`config.mk`:
```
export PLATFORM = sky130hd
export DESIGN_NAME = tx_length_guard
export DESIGN_NICKNAME = d
export VERILOG_FILES = /design/src/rtl/tx_length_guard.sv
export SDC_FILE = /design/constraint.sdc
export NUM_CORES = 1
export LEC_CHECK = 0
export ABC_AREA = 0
export CELL_PAD_IN_SITES_DETAIL_PLACEMENT = 0
export CELL_PAD_IN_SITES_GLOBAL_PLACEMENT = 1
export CORE_MARGIN = 2
export CORE_UTILIZATION = 45
export CTS_CLUSTER_DIAMETER = 60
export DETAILED_ROUTE_END_ITERATION = 10
export GPL_TIMING_DRIVEN = 0
export PLACE_DENSITY_LB_ADDON = 0.08
export SYNTH_ARGS = -nofsm -noshare
export SYNTH_HDL_FRONTEND = slang
export SYNTH_SLANG_ARGS = --single-unit
```
`constraint.sdc`:
```
create_clock -name clk -period 2.4 [get_ports clk]
set_input_delay 0.48 -clock clk [delete_from_list [all_inputs] [get_ports clk]]
set_output_delay 0.48 -clock clk [all_outputs]
set_load 0.05 [all_outputs]
```
`src/rtl/tx_length_guard.sv`:
```
module tx_length_guard #(
  parameter int LIMIT_CYC    = 9216,
  parameter int GAP_CYC      = 36,
  parameter int MRST_MIN_CYC = 12
) (
  input  logic clk,
  input  logic rst_n,
  input  logic tx_active,
  input  logic own_cmd_hit,
  input  logic mrst_n,
  output logic fail_safe,
  output logic tx_kill
);

  localparam int LEN_W = $clog2(LIMIT_CYC + 2);
  localparam int GAP_W = $clog2(GAP_CYC + 1);
  localparam int RST_W = $clog2(MRST_MIN_CYC + 1);
  localparam logic [LEN_W-1:0] LEN_MAX  = LEN_W'(LIMIT_CYC + 1);
  localparam logic [GAP_W-1:0] GAP_LAST = GAP_W'(GAP_CYC);
  localparam logic [RST_W-1:0] RST_FULL = RST_W'(MRST_MIN_CYC);

  logic [LEN_W-1:0] len_cnt;
  logic [GAP_W-1:0] idle_cnt;
  logic [RST_W-1:0] low_cnt;
  logic             mrst_clr;

  assign mrst_clr = (low_cnt == RST_FULL);
  assign tx_kill  = fail_safe;

  always_ff @(posedge clk or negedge rst_n) begin
    if (!rst_n)                  idle_cnt <= '0;
    else if (tx_active)          idle_cnt <= '0;
    else if (idle_cnt != GAP_LAST) idle_cnt <= idle_cnt + 1'b1;
  end

  always_ff @(posedge clk or negedge rst_n) begin
    if (!rst_n)                  len_cnt <= '0;
    else if (own_cmd_hit)        len_cnt <= '0;
    else if (tx_active) begin
      if (len_cnt != LEN_MAX)    len_cnt <= len_cnt + 1'b1;
    end
    else if (idle_cnt == GAP_LAST) len_cnt <= '0;
  end

  always_ff @(posedge clk or negedge rst_n) begin
    if (!rst_n)                  low_cnt <= '0;
    else if (mrst_n)             low_cnt <= '0;
    else if (low_cnt != RST_FULL) low_cnt <= low_cnt + 1'b1;
  end

  always_ff @(posedge clk or negedge rst_n) begin
    if (!rst_n)                      fail_safe <= 1'b0;
    else if (own_cmd_hit || mrst_clr) fail_safe <= 1'b0;
    else if (len_cnt == LEN_MAX)      fail_safe <= 1'b1;
  end


  flag_rise_chk: assert property (@(posedge clk) disable iff (!rst_n)
    $rose(fail_safe) |-> $past(len_cnt) == LEN_MAX);


  sticky_flag_chk: assert property (@(posedge clk) disable iff (!rst_n)
    (fail_safe && !own_cmd_hit && !mrst_clr) |=> fail_safe);


  gap_hold_chk: assert property (@(posedge clk) disable iff (!rst_n)
    (!tx_active && !own_cmd_hit && idle_cnt != GAP_LAST) |=> $stable(len_cnt));


  gap_restart_chk: assert property (@(posedge clk) disable iff (!rst_n)
    (!tx_active && !own_cmd_hit && idle_cnt == GAP_LAST) |=> len_cnt == '0);


  cmd_clear_chk: assert property (@(posedge clk) disable iff (!rst_n)
    own_cmd_hit |=> (!fail_safe && len_cnt == '0));


  mrst_clear_chk: assert property (@(posedge clk) disable iff (!rst_n)
    (!mrst_n && low_cnt == RST_FULL - 1'b1) |=> ##1 !fail_safe);


  mrst_keeps_len_chk: assert property (@(posedge clk) disable iff (!rst_n)
    (mrst_clr && !own_cmd_hit && !tx_active && idle_cnt != GAP_LAST) |=> $stable(len_cnt));

endmodule

```
* After elaboration in Yosys (flattened, before gate mapping)
Index checks and enable logic that the tools add are counted.
** Word-level totals
- Flip-flop bits (word level) :: 25
- Latch bits :: 0
- Memory bits (writable) :: 0
- Bits in read-only memories :: 0
- Input bits :: 5
- Output and inout bits :: 2
- Logic and storage cells :: 30
- Memories kept :: 0
** Cells by class
- Add/subtract/negate cells :: 3
- Multipliers :: 0
- Div/mod/pow operators :: 0
- Magnitude comparators :: 0
- Equal/unequal tests :: 7
- Shifts and indexed selects :: 0
- Multiplexer cells :: 10
- Bitwise gates (word level) :: 0
- Reduce and logical (&&, ||, !) cells :: 6
** Operator list (count)
- 14-bit two-way mux :: 4
- 14-bit by 1-bit adder with 14-bit output (second input constant) :: 1
- 14-bit equality test (second input constant) :: 1
- 14-bit inequality test (second input constant) :: 1
- 6-bit two-way mux :: 2
- 4-bit two-way mux :: 2
- 6-bit by 1-bit adder with 6-bit output (second input constant) :: 1
- 6-bit equality test (second input constant) :: 1
- 6-bit inequality test (second input constant) :: 1
- 2-bit nonzero test :: 3
- 4-bit by 1-bit adder with 4-bit output (second input constant) :: 1
- 4-bit equality test (second input constant) :: 1
- 4-bit inequality test (second input constant) :: 1
- 3-bit by 1-bit inequality test with 1-bit output (second input constant) :: 1
- 3-bit nonzero test :: 1
- 1-bit two-way mux :: 2
- 2-bit AND reduction :: 1
- 1-bit logical OR :: 1

* Longest topological paths before layout
Gate-level depths: netlist (run 1).
- Depth in word-level cells :: 4
- Mapped depth :: 7
- Gate-level depth less buffers :: 6

* Worst setup path after synthesis (run 1)
Ideal clock, no wire load.
- Path kind :: register to register
- Start point :: reg idle_cnt[0]
- End point :: reg len_cnt[10]
- Setup time :: 82 ps
- Arrival time :: 1657 ps
- Data required time :: 2318 ps
- Path slack :: 661 ps
- Cell stages (with the launch flop) :: 7
- Path buffers :: 0
- Period minus slack after synthesis :: 1739 ps
- Cell sequence :: dfrtp_1 inv_1 ha_1 and2_1 a41oi_1 nand2_1 a31oi_1
** On the way
- Cells in the longest elaborated chain, start to end :: 3
** Ends and longest elaborated chain
- from (decl) :: line 23 : logic [GAP_W-1:0] idle_cnt;
- from (signal assigned) :: line 33 : else if (idle_cnt != GAP_LAST) idle_cnt <= idle_cnt + 1'b1;
- 6-bit equality test :: line 42 : else if (idle_cnt == GAP_LAST) len_cnt <= '0;
- 3-bit nonzero test (no line)
- 2-bit AND reduction (no line)
- to (signal assigned) :: line 40 : if (len_cnt != LEN_MAX) len_cnt <= len_cnt + 1'b1;
- to (decl) :: line 22 : logic [LEN_W-1:0] len_cnt;
Every way passes these cells.
A chain may end at the register's enable or synchronous reset.

* Worst setup path after layout (run 1)
- Start point :: in tx_active
- End point :: reg len_cnt[10]
** On the way
- Cells in the longest elaborated chain, start to end :: 2
- Elaborated cells between the ends (all ways) :: 5
- Classes of those cells :: 1 x eq/ne; 2 x mux; 2 x reduce/logical
** Ends and longest elaborated chain
- from (decl) :: line 8 : input logic tx_active,
- 3-bit by 1-bit inequality test with 1-bit output (no line), or another cell as far along
- 2-bit AND reduction (no line) or 14-bit two-way mux (tied branches)
Several ways; a longest one is shown, not always the timed one.

==> flow_summary.yaml, run 1 <==
cells_and_area:
  final_common_cell: "dfrtp_1"
  final_area_um2: 1600
  area_growth_pct: 10.5
  final_nets: 178
  utilization_pct: 52.4
  drive_gt1_share_pct: 9.04
  mostFrequentLayoutCells: "dfrtp_1, nand3_1, inv_1"
  fill_cells: 294
  antenna_cells: 0
worst_setup_path:
  criticalPathCategory: "input pin to flop"
  r2r-start: "idle_cnt[0]"
  start_kind: "input pin"
  worstSetupEndpoint: "len_cnt[10]"
  r2r_setup_slack_ns: 0.48
  reg2regPathDepth: 6
  end_kind: "flop"
  crit_fanout: 10
  required_ns: 2.64
  crit_path_start: "tx_active"
  reg2reg_to: "len_cnt[9]"
  arrival_ns: 2.34
cts:
  cts_buffers: 3
  cts_root_buf: "clkbuf_4"
  worstSkewPairLatency_ns: 0.31
  cts-htree-levels: 1
  clk_path_buf_depth: 2
  clkSlewWorstSetupHoldPaths_ns: 0.13
  cts_tree: "yes"
  postCtsSetupBuffers: 0
  clkSinkCount: 25
global_routing:
  grt_overflow_total: 0
  grt_max_degree: 26
  met2_usage_pct: 32.6
  grt_pass1_wl_um: 5410
  grt.met1_usage_pct: 26.9
  grt_pass1_vias: 1131
  grt_busiest_layer: "met2"
  antenna_found_initial: 0
  global_route.usage.total_pct: 19.6
  grtUsageMet3_pct: 1.92
timing:
  finClkSkew_ns: 0.00961
  maxSlewViolCount: 0
  period_needed_ns: 2.10
  hold_viol: 0
  worst_slack_ns: 0.303
  timing.setup.tns_ns: 0
  relSlewSlack_pct: 23.8
  max_freq_mhz: 477
  setup_viol: 0
  fin_crit_sh_pct: 87.4
  rsz0062_at_grt: "false"
  tightest_slew_ns: 1.14
logic_synthesis:
  async_flop_share_pct: 100
  synth_edf_count: 0
  synth.area.top_cells: "dfrtp_1, nand3_1, ha_1"
  yosysTopAreaCellShare_pct: 43.2
  syn_avg_cell_area_um2: 9.28
  synth_area_um2: 1450
  synthFlopType: "dfrtp_1"
  synth_top_area_cell: "dfrtp_1"
  mappedNetlistNets: 167
  ys_ff_latch: 25
  synthDistinctLibCells: 40
  ys_warn_count: 0
  synth-seq-area-share_pct: 43.2
  netlist_instances: 156
pwr:
  power_density_nw_per_um2: 445
  p_int_mw: 0.528
  pwr-share-comb_pct: 11.0
  p_switching_mw: 0.184
  power_switching_share_pct: 25.9
  leakage_nw: 0.660
  power_mw: 0.712
  ir_drop_mv: 0.257
  p_seq_share_pct: 62.7
  clkPwrFrac_pct: 26.4
die:
  dieArea_um2: 3690
  num_rows: 20
  io_pins: 7
  die_w_um: 60.7
  coreArea_um2: 3050
  chipHeight_um: 60.7
  start_util_pct: 47.4
placement:
  place_ws_ns: -0.296
  place_area_um2: 1560
  port_buffers: 6
  hpwl_um: 2200
  place_congestion: 0.774
route:
  drtIter0Drc: 56
  viasPerCell: 5.81
  wl_per_cell_um: 14.7
  via_count: 1220
  ant_nets: 0
  remaining_drc_errors: 0
  dr.pass1.iters: 4
  wirelength_um: 3080
flow_run:
  cap_violations: 0
worst_hold_path:
  hp-class: "flop to flop"
  hp-start: "len_cnt[10]"
run_status:
  status: "finished, final reports clean"
[registers in the layout, indices dropped and copies added, names as in the netlist]
| register | count |
|---|---|
| len_cnt | 14 |
| idle_cnt | 6 |
| low_cnt | 4 |
| fail_safe | 1 |
[worst min path at each step]
stage,cells after the start,endpoint,slack [ns]
2_1_floorplan,0,fail_safe,0.18
3_3_place_gp,1,len_cnt[10],0.49
3_5_place_dp,1,len_cnt[10],0.50
4_1_cts,1,len_cnt[10],0.52
5_1_grt,1,len_cnt[10],0.56
6_report,1,len_cnt[10],0.52
[power by group through the flow]
stage | clock network (mW) | registers, mW | logic [mW]
2_1_floorplan | 0 | 0.451 | 0.0470
3_3_place_gp | 0 | 0.453 | 0.0752
3_5_place_dp | 0 | 0.454 | 0.0784
4_1_cts | 0.202 | 0.446 | 0.0789
5_1_grt | 0.221 | 0.449 | 0.0904
6_report | 0.188 | 0.446 | 0.0783
[kinds of logic (layout without fill, tap and decap cells)]
group | Yosys count | count (layout) | synth area share [%]
AO/OA/AOI/OAI | 34 | 34 | 15.4
XOR/XNOR | 3 | 3 | 1.82
adder cells (fa/ha/maj) | 6 | 6 | 5.19
buffers and inverters | 19 | 29 | 6.40
flip-flops | 25 | 25 | 43.2
multiplexers | 4 | 4 | 2.77
AND/OR/NAND/NOR | 65 | 65 | 25.2
[cells in the mapped netlist, types with 2 or more instances]
cell type and number:
nor3_1 4, and2_1 2, and4_1 2, or3_1 2
a41oi_1 2, nor3b_1 2, inv_1 12, o211ai_1 2
mux2i_1 4, a31oi_1 9, dfrtp_1 25, ha_1 6
nand4_1 6, nand2b_1 2, o22ai_1 6, nand3_1 18
clkbuf_1 2, o21ai_0 2, a22oi_1 5, buf_6 2
nand2_1 9, nor2_1 9, a21oi_1 5, xnor2_1 2
[layer usage]
| metal | wire (um) | up-vias | part of all wire, % |
|---|---|---|---|
| met5 | 0 | - | 0 |
| li1 | - | 603 | - |
| met1 | 1370 | 588 | 44 |
| met3 | 127 | 2 | 4.1 |
| met4 | 19 | 0 | 0.62 |
| met2 | 1570 | 27 | 51 |
[critical path, cell delays in order]
cell	delay (ns)
clkdlybuf4s50_1	0.59
inv_1	0.17
nor2_2	0.32
clkbuf_1	0.42
o211ai_1	0.16
a31oi_1	0.19
[layout make-up]
| class | count | area [um^2] | area share (%) |
|---|---|---|---|
| multi-input combinational | 112 | 739 | 46.2 |
| timing repair buffer | 6 | 60.1 | 3.76 |
| buffer | 7 | 47.5 | 2.97 |
| tap | 44 | 55.1 | 3.44 |
| sequential | 25 | 626 | 39.1 |
| clock buffer | 4 | 26.3 | 1.64 |
| inverter | 12 | 45.0 | 2.82 |
[stage by stage]
step | hold slack [ns] | cells
5_1_grt | 0.560 | 210
2_1_floorplan | 0.184 | 156
3_5_place_dp | 0.500 | 206
6_report | 0.521 | 210
3_3_place_gp | 0.488 | 206
4_1_cts | 0.515 | 210
[what timing repair did]
item / CTS / global route
hold buffers: 0 / 0
endpoints found under the hold margin: 0 / 0
endpoints found under the setup margin: 0 / 5
gates resized for setup: 0 / 2
Note: power is estimated with default switching activity, not from simulation.
==> run 2, diff against run 1 <==
Settings changed: HOLD_SLACK_MARGIN set to 0.02, RECOVER_POWER set to 50.
==> flow_summary.yaml, run 2 (same netlist as run 1, synthesis figures left out) <==
worst_setup_path:
  max_stage_delay_ns: 0.59
  arrival_ns: 2.34
  end_kind: "flop"
  crit_fanout: 10
  worstPathCellList: "clkdlybuf4s50_1 -> inv_1 -> nor2_2 -> clkbuf_1 -> o211ai_1 -> a31oi_1"
  crit_family: "buffers and inverters"
  reg2regPathDepth: 6
  r2r_setup_slack_ns: 0.46
  reg2reg_to: "len_cnt[9]"
  critPathBufInv: 3
  crit_path_start: "tx_active"
  criticalPathCategory: "input pin to flop"
  required_ns: 2.64
  r2r-start: "idle_cnt[0]"
  start_kind: "input pin"
  path_depth: 6
  critical_path.slowest_cell: "clkdlybuf4s50_1"
global_routing:
  grt_pass1_wl_um: 5410
  global_route.usage.total_pct: 19.6
  grt_pass1_vias: 1131
  antenna_found_initial: 0
  grt_max_degree: 26
  grt_overflow_total: 0
cts:
  hold_buffers: 0
  worstSkewPairLatency_ns: 0.31
  cts_resized: 0
  postCtsSetupBuffers: 0
  cts_root_buf: "clkbuf_4"
  clkSinkCount: 25
  clkSlewWorstSetupHoldPaths_ns: 0.13
  cts-htree-levels: 1
  clk_path_buf_depth: 2
  cts_tree: "yes"
  cts_buffers: 3
run_status:
  status: "finished, final reports clean"
die:
  chipHeight_um: 60.7
  die_w_um: 60.7
  num_rows: 20
  dieArea_um2: 3690
  io_pins: 7
  start_util_pct: 47.4
  coreArea_um2: 3050
cells_and_area:
  final_cell_count_no_fill: 210
  final_common_cell: "dfrtp_1"
  final_nets: 178
  drive_gt1_share_pct: 9.04
  regMostFlops: "len_cnt"
  area_growth_pct: 10.5
  top_regs: "len_cnt x14, idle_cnt x6, low_cnt x4"
  antenna_cells: 0
  largest_reg_flops: 14
  mostFrequentLayoutCells: "dfrtp_1, nand3_1, inv_1"
pwr:
  p_switching_mw: 0.184
  power_density_nw_per_um2: 445
  power_mw: 0.712
  p_int_mw: 0.528
  ir_drop_mv: 0.257
  clkPwrFrac_pct: 26.4
  leakage_nw: 0.659
  pwr-share-comb_pct: 10.9
  power_switching_share_pct: 25.9
  p_seq_share_pct: 62.7
route:
  wirelength_um: 3080
  wl_per_cell_um: 14.7
  ant_nets: 0
  via_count: 1220
  dr.pass1.iters: 4
  viasPerCell: 5.81
  remaining_drc_errors: 0
  drtIter0Drc: 61
worst_hold_path:
  hp-start: "len_cnt[10]"
  worstHoldPathCells: 1
  hp-class: "flop to flop"
  whs_endpoint: "len_cnt[10]"
timing:
  finClkSkew_ns: 0.00961
  maxSlewViolCount: 0
  hold_viol: 0
  worst_slack_ns: 0.303
  timing.setup.tns_ns: 0
  relSlewSlack_pct: 23.0
  max_freq_mhz: 477
  whs_ns: 0.521
  rsz0062_at_grt: "false"
  fin_crit_sh_pct: 87.4
  setup_viol: 0
  period_needed_ns: 2.10
  tightest_slew_ns: 1.15
placement:
  place_congestion: 0.774
  place_ws_ns: -0.296
  port_buffers: 6
  dp.cells: 206
  hpwl_um: 2200
flow_run:
  cap_violations: 0
## run 2: cell types whose count changed in the layout (fill, tap and decap cells not counted)
cell and change:
and2_0 +1, and2_1 -1, clkdlybuf4s50_1 -1, dlygate4sd3_1 +1
## run 2: power by group through the flow
stage                     combinational [mW]  sequential, mW  clock [mW]
after floorplan                       0.0470           0.451           0
after global placement                0.0752           0.453           0
after detailed placement              0.0784           0.454           0
after CTS                             0.0789           0.446       0.202
after global routing                  0.0900           0.449       0.221
final                                 0.0779           0.446       0.188
## run 2: routing by layer
layer | vias up | global-route usage [%] | wire length [um]
li1 | 603 | - | -
met1 | 588 | 26.9 | 1370
met2 | 27 | 32.6 | 1570
met3 | 2 | 1.92 | 126
met4 | 0 | 6.21 | 19
met5 | - | 0 | 0
## run 2: area by class of cell
cell class,instances,area (um^2)
buffer,7,47.5
clock buffer,4,26.3
fill,294,1450
inverter,12,45.0
multi-input combinational,112,739
sequential,25,626
tap,44,55.1
timing repair buffer,6,60.1
## run 2: how the worst max path moves through the flow
stage	end	slack, ns
floorplan	len_cnt[10]	0.66
global placement	len_cnt[9]	-0.24
detailed placement	len_cnt[9]	-0.30
CTS	len_cnt[9]	0.05
global route	len_cnt[9]	0.17
finish	len_cnt[10]	0.30
## run 2: metrics by stage
step / util (%) / area, um^2
finish: 52.4 / 1600
global route: 52.4 / 1600
CTS: 52.0 / 1590
detailed placement: 51.2 / 1560
global placement: 51.2 / 1560
floorplan: - / 1450
## run 2: worst reg2reg max path: cells and delay by family (launching register included)
kind,cells,cell delay (ns)
AO/OA/AOI/OAI,2,0.73
AND/OR/NAND/NOR,2,0.43
flip-flops,1,0.43
adder cells (fa/ha/maj),1,0.19
buffers and inverters,1,0.07
==> run 3, diff against run 2 <==
Settings changed: DONT_BUFFER_PORTS set to 1, SLEW_MARGIN set to 20.
==> flow_summary.yaml, run 3 (same netlist as run 1, synthesis figures left out) <==
timing:
  max_freq_mhz: 524
  relSlewSlack_pct: 8.92
  timing.setup.tns_ns: 0
  hold_viol: 0
  tightest_slew_ns: 1.37
  rsz0062_at_grt: "false"
  setup_viol: 0
  maxSlewViolCount: 0
  fin_crit_sh_pct: 79.5
  finClkSkew_ns: 0.00702
  period_needed_ns: 1.91
  whs_ns: 0.191
cells_and_area:
  top_regs: "len_cnt x14, idle_cnt x6, low_cnt x4"
  final_cell_count_no_fill: 206
  mostFrequentLayoutCells: "dfrtp_1, nand3_1, inv_1"
  area_growth_pct: 7.17
  final_common_cell: "dfrtp_1"
  fill_cells: 314
  ff_latch_area_um2: 626
  antenna_cells: 0
  largest_reg_flops: 14
  drive_gt1_share_pct: 9.26
  final_nets: 174
  regMostFlops: "len_cnt"
  multi_input_area_um2: 737
  utilization_pct: 50.8
pwr:
  p_switching_mw: 0.188
  power_mw: 0.709
  power_density_nw_per_um2: 457
  pwr-share-comb_pct: 9.7
  ir_drop_mv: 0.277
  p_int_mw: 0.521
  clkPwrFrac_pct: 27.3
  power_switching_share_pct: 26.5
  p_seq_share_pct: 63.0
  leakage_nw: 0.645
cts:
  clk_path_buf_depth: 2
  worstSkewPairLatency_ns: 0.32
  cts_buffers: 3
  cts-htree-levels: 1
  clkSlewWorstSetupHoldPaths_ns: 0.14
  cts_tree: "yes"
  clkSinkCount: 25
  cts_root_buf: "clkbuf_4"
route:
  ant_nets: 0
  wirelength_um: 3160
  remaining_drc_errors: 0
  drtIter0Drc: 64
  wl_met2_um: 1540
  drt-met1-wl_um: 1480
  via_count: 1193
  wl_met3_um: 103
  wl_per_cell_um: 15.3
  top_layer_used: "met4"
  dr.pass1.iters: 4
  viasPerCell: 5.79
die:
  io_pins: 7
  die_w_um: 60.7
  dieArea_um2: 3690
  num_rows: 20
  coreArea_um2: 3050
  start_util_pct: 47.4
  chipHeight_um: 60.7
run_status:
  status: "finished, final reports clean"
worst_setup_path:
  criticalPathCategory: "flop to flop"
  arrival_ns: 2.12
  r2r_setup_slack_ns: 0.49
  end_kind: "flop"
  worstSetupEndpoint: "len_cnt[7]"
  reg2regPathDepth: 5
  start_kind: "flop"
  reg2reg_to: "len_cnt[7]"
  r2r-start: "len_cnt[11]"
  crit_path_start: "len_cnt[11]"
  crit_fanout: 10
  required_ns: 2.61
placement:
  hpwl_um: 2210
  place_congestion: 0.787
  port_buffers: 0
  dp.cells: 200
global_routing:
  grt_overflow_total: 0
  grt_pass1_vias: 1139
  global_route.usage.total_pct: 19.3
  antenna_found_initial: 0
  grt_pass1_wl_um: 5340
  grt_max_degree: 26
flow_run:
  cap_violations: 0
worst_hold_path:
  hp-class: "input pin to flop"
[run 3: changes by cell type in the layout (fill, tap and decap cells not counted), sizes merged]
cell,delta
clkdlybuf4s50,-5
clkinv,+1
[run 3: per-layer routing]
| layer | track usage [%] | vias to the layer above |
|---|---|---|
| li1 | - | 586 |
| met1 | 26.4 | 581 |
| met2 | 31.8 | 22 |
| met3 | 2.56 | 4 |
| met4 | 6.52 | 0 |
| met5 | 0 | - |
[run 3: area by class of cell]
cell class              instances  area share [%]
flip-flops and latches         25            40.3
well taps                      44            3.55
inverters                      12            2.90
clock inverters                 1           0.323
multi-input cells             112            47.5
repair buffers                  2           0.887
plain buffers                   7            3.06
clock buffers                   3            1.45
[run 3: power by group through the flow]
| stage | clock network, mW | logic, mW | registers [mW] |
|---|---|---|---|
| 6_report | 0.194 | 0.0687 | 0.447 |
| 5_1_grt | 0.224 | 0.0806 | 0.450 |
| 4_1_cts | 0.205 | 0.0737 | 0.447 |
| 3_5_place_dp | 0 | 0.0593 | 0.455 |
| 3_3_place_gp | 0 | 0.0575 | 0.453 |
| 2_1_floorplan | 0 | 0.0470 | 0.451 |
[run 3: worst min-delay path by stage]
stage                     cells past startpoint     endpoint  startpoint
final                                         1  idle_cnt[5]   tx_active
after global routing                          1   low_cnt[1]      mrst_n
after CTS                                     1   low_cnt[0]      mrst_n
after detailed placement                      0  len_cnt[13]       rst_n
after global placement                        0  len_cnt[13]       rst_n
after floorplan                               0    fail_safe       rst_n
[run 3: timing repair]
action / CTS / global route
hold endpoints to repair: 25 / 0
endpoints found under the setup margin: 0 / 4
gates resized for setup: 0 / 1
hold buffers: 2 / 0
setup buffers: 0 / 0
[run 3: metrics by stage]
step / cell area (um^2) / worst slack [ns]
2_1_floorplan: 1450 / 0.661
3_3_place_gp: 1500 / 0.159
3_5_place_dp: 1500 / 0.145
4_1_cts: 1560 / 0.110
5_1_grt: 1550 / 0.265
6_report: 1550 / 0.491
[run 3: worst max-delay path, stage by stage (launching register included)]
cell	delay, ns
dfrtp_1	0.45
nor4_1	0.43
nand4_1	0.33
clkbuf_1	0.32
a41oi_1	0.21
a31oi_1	0.06
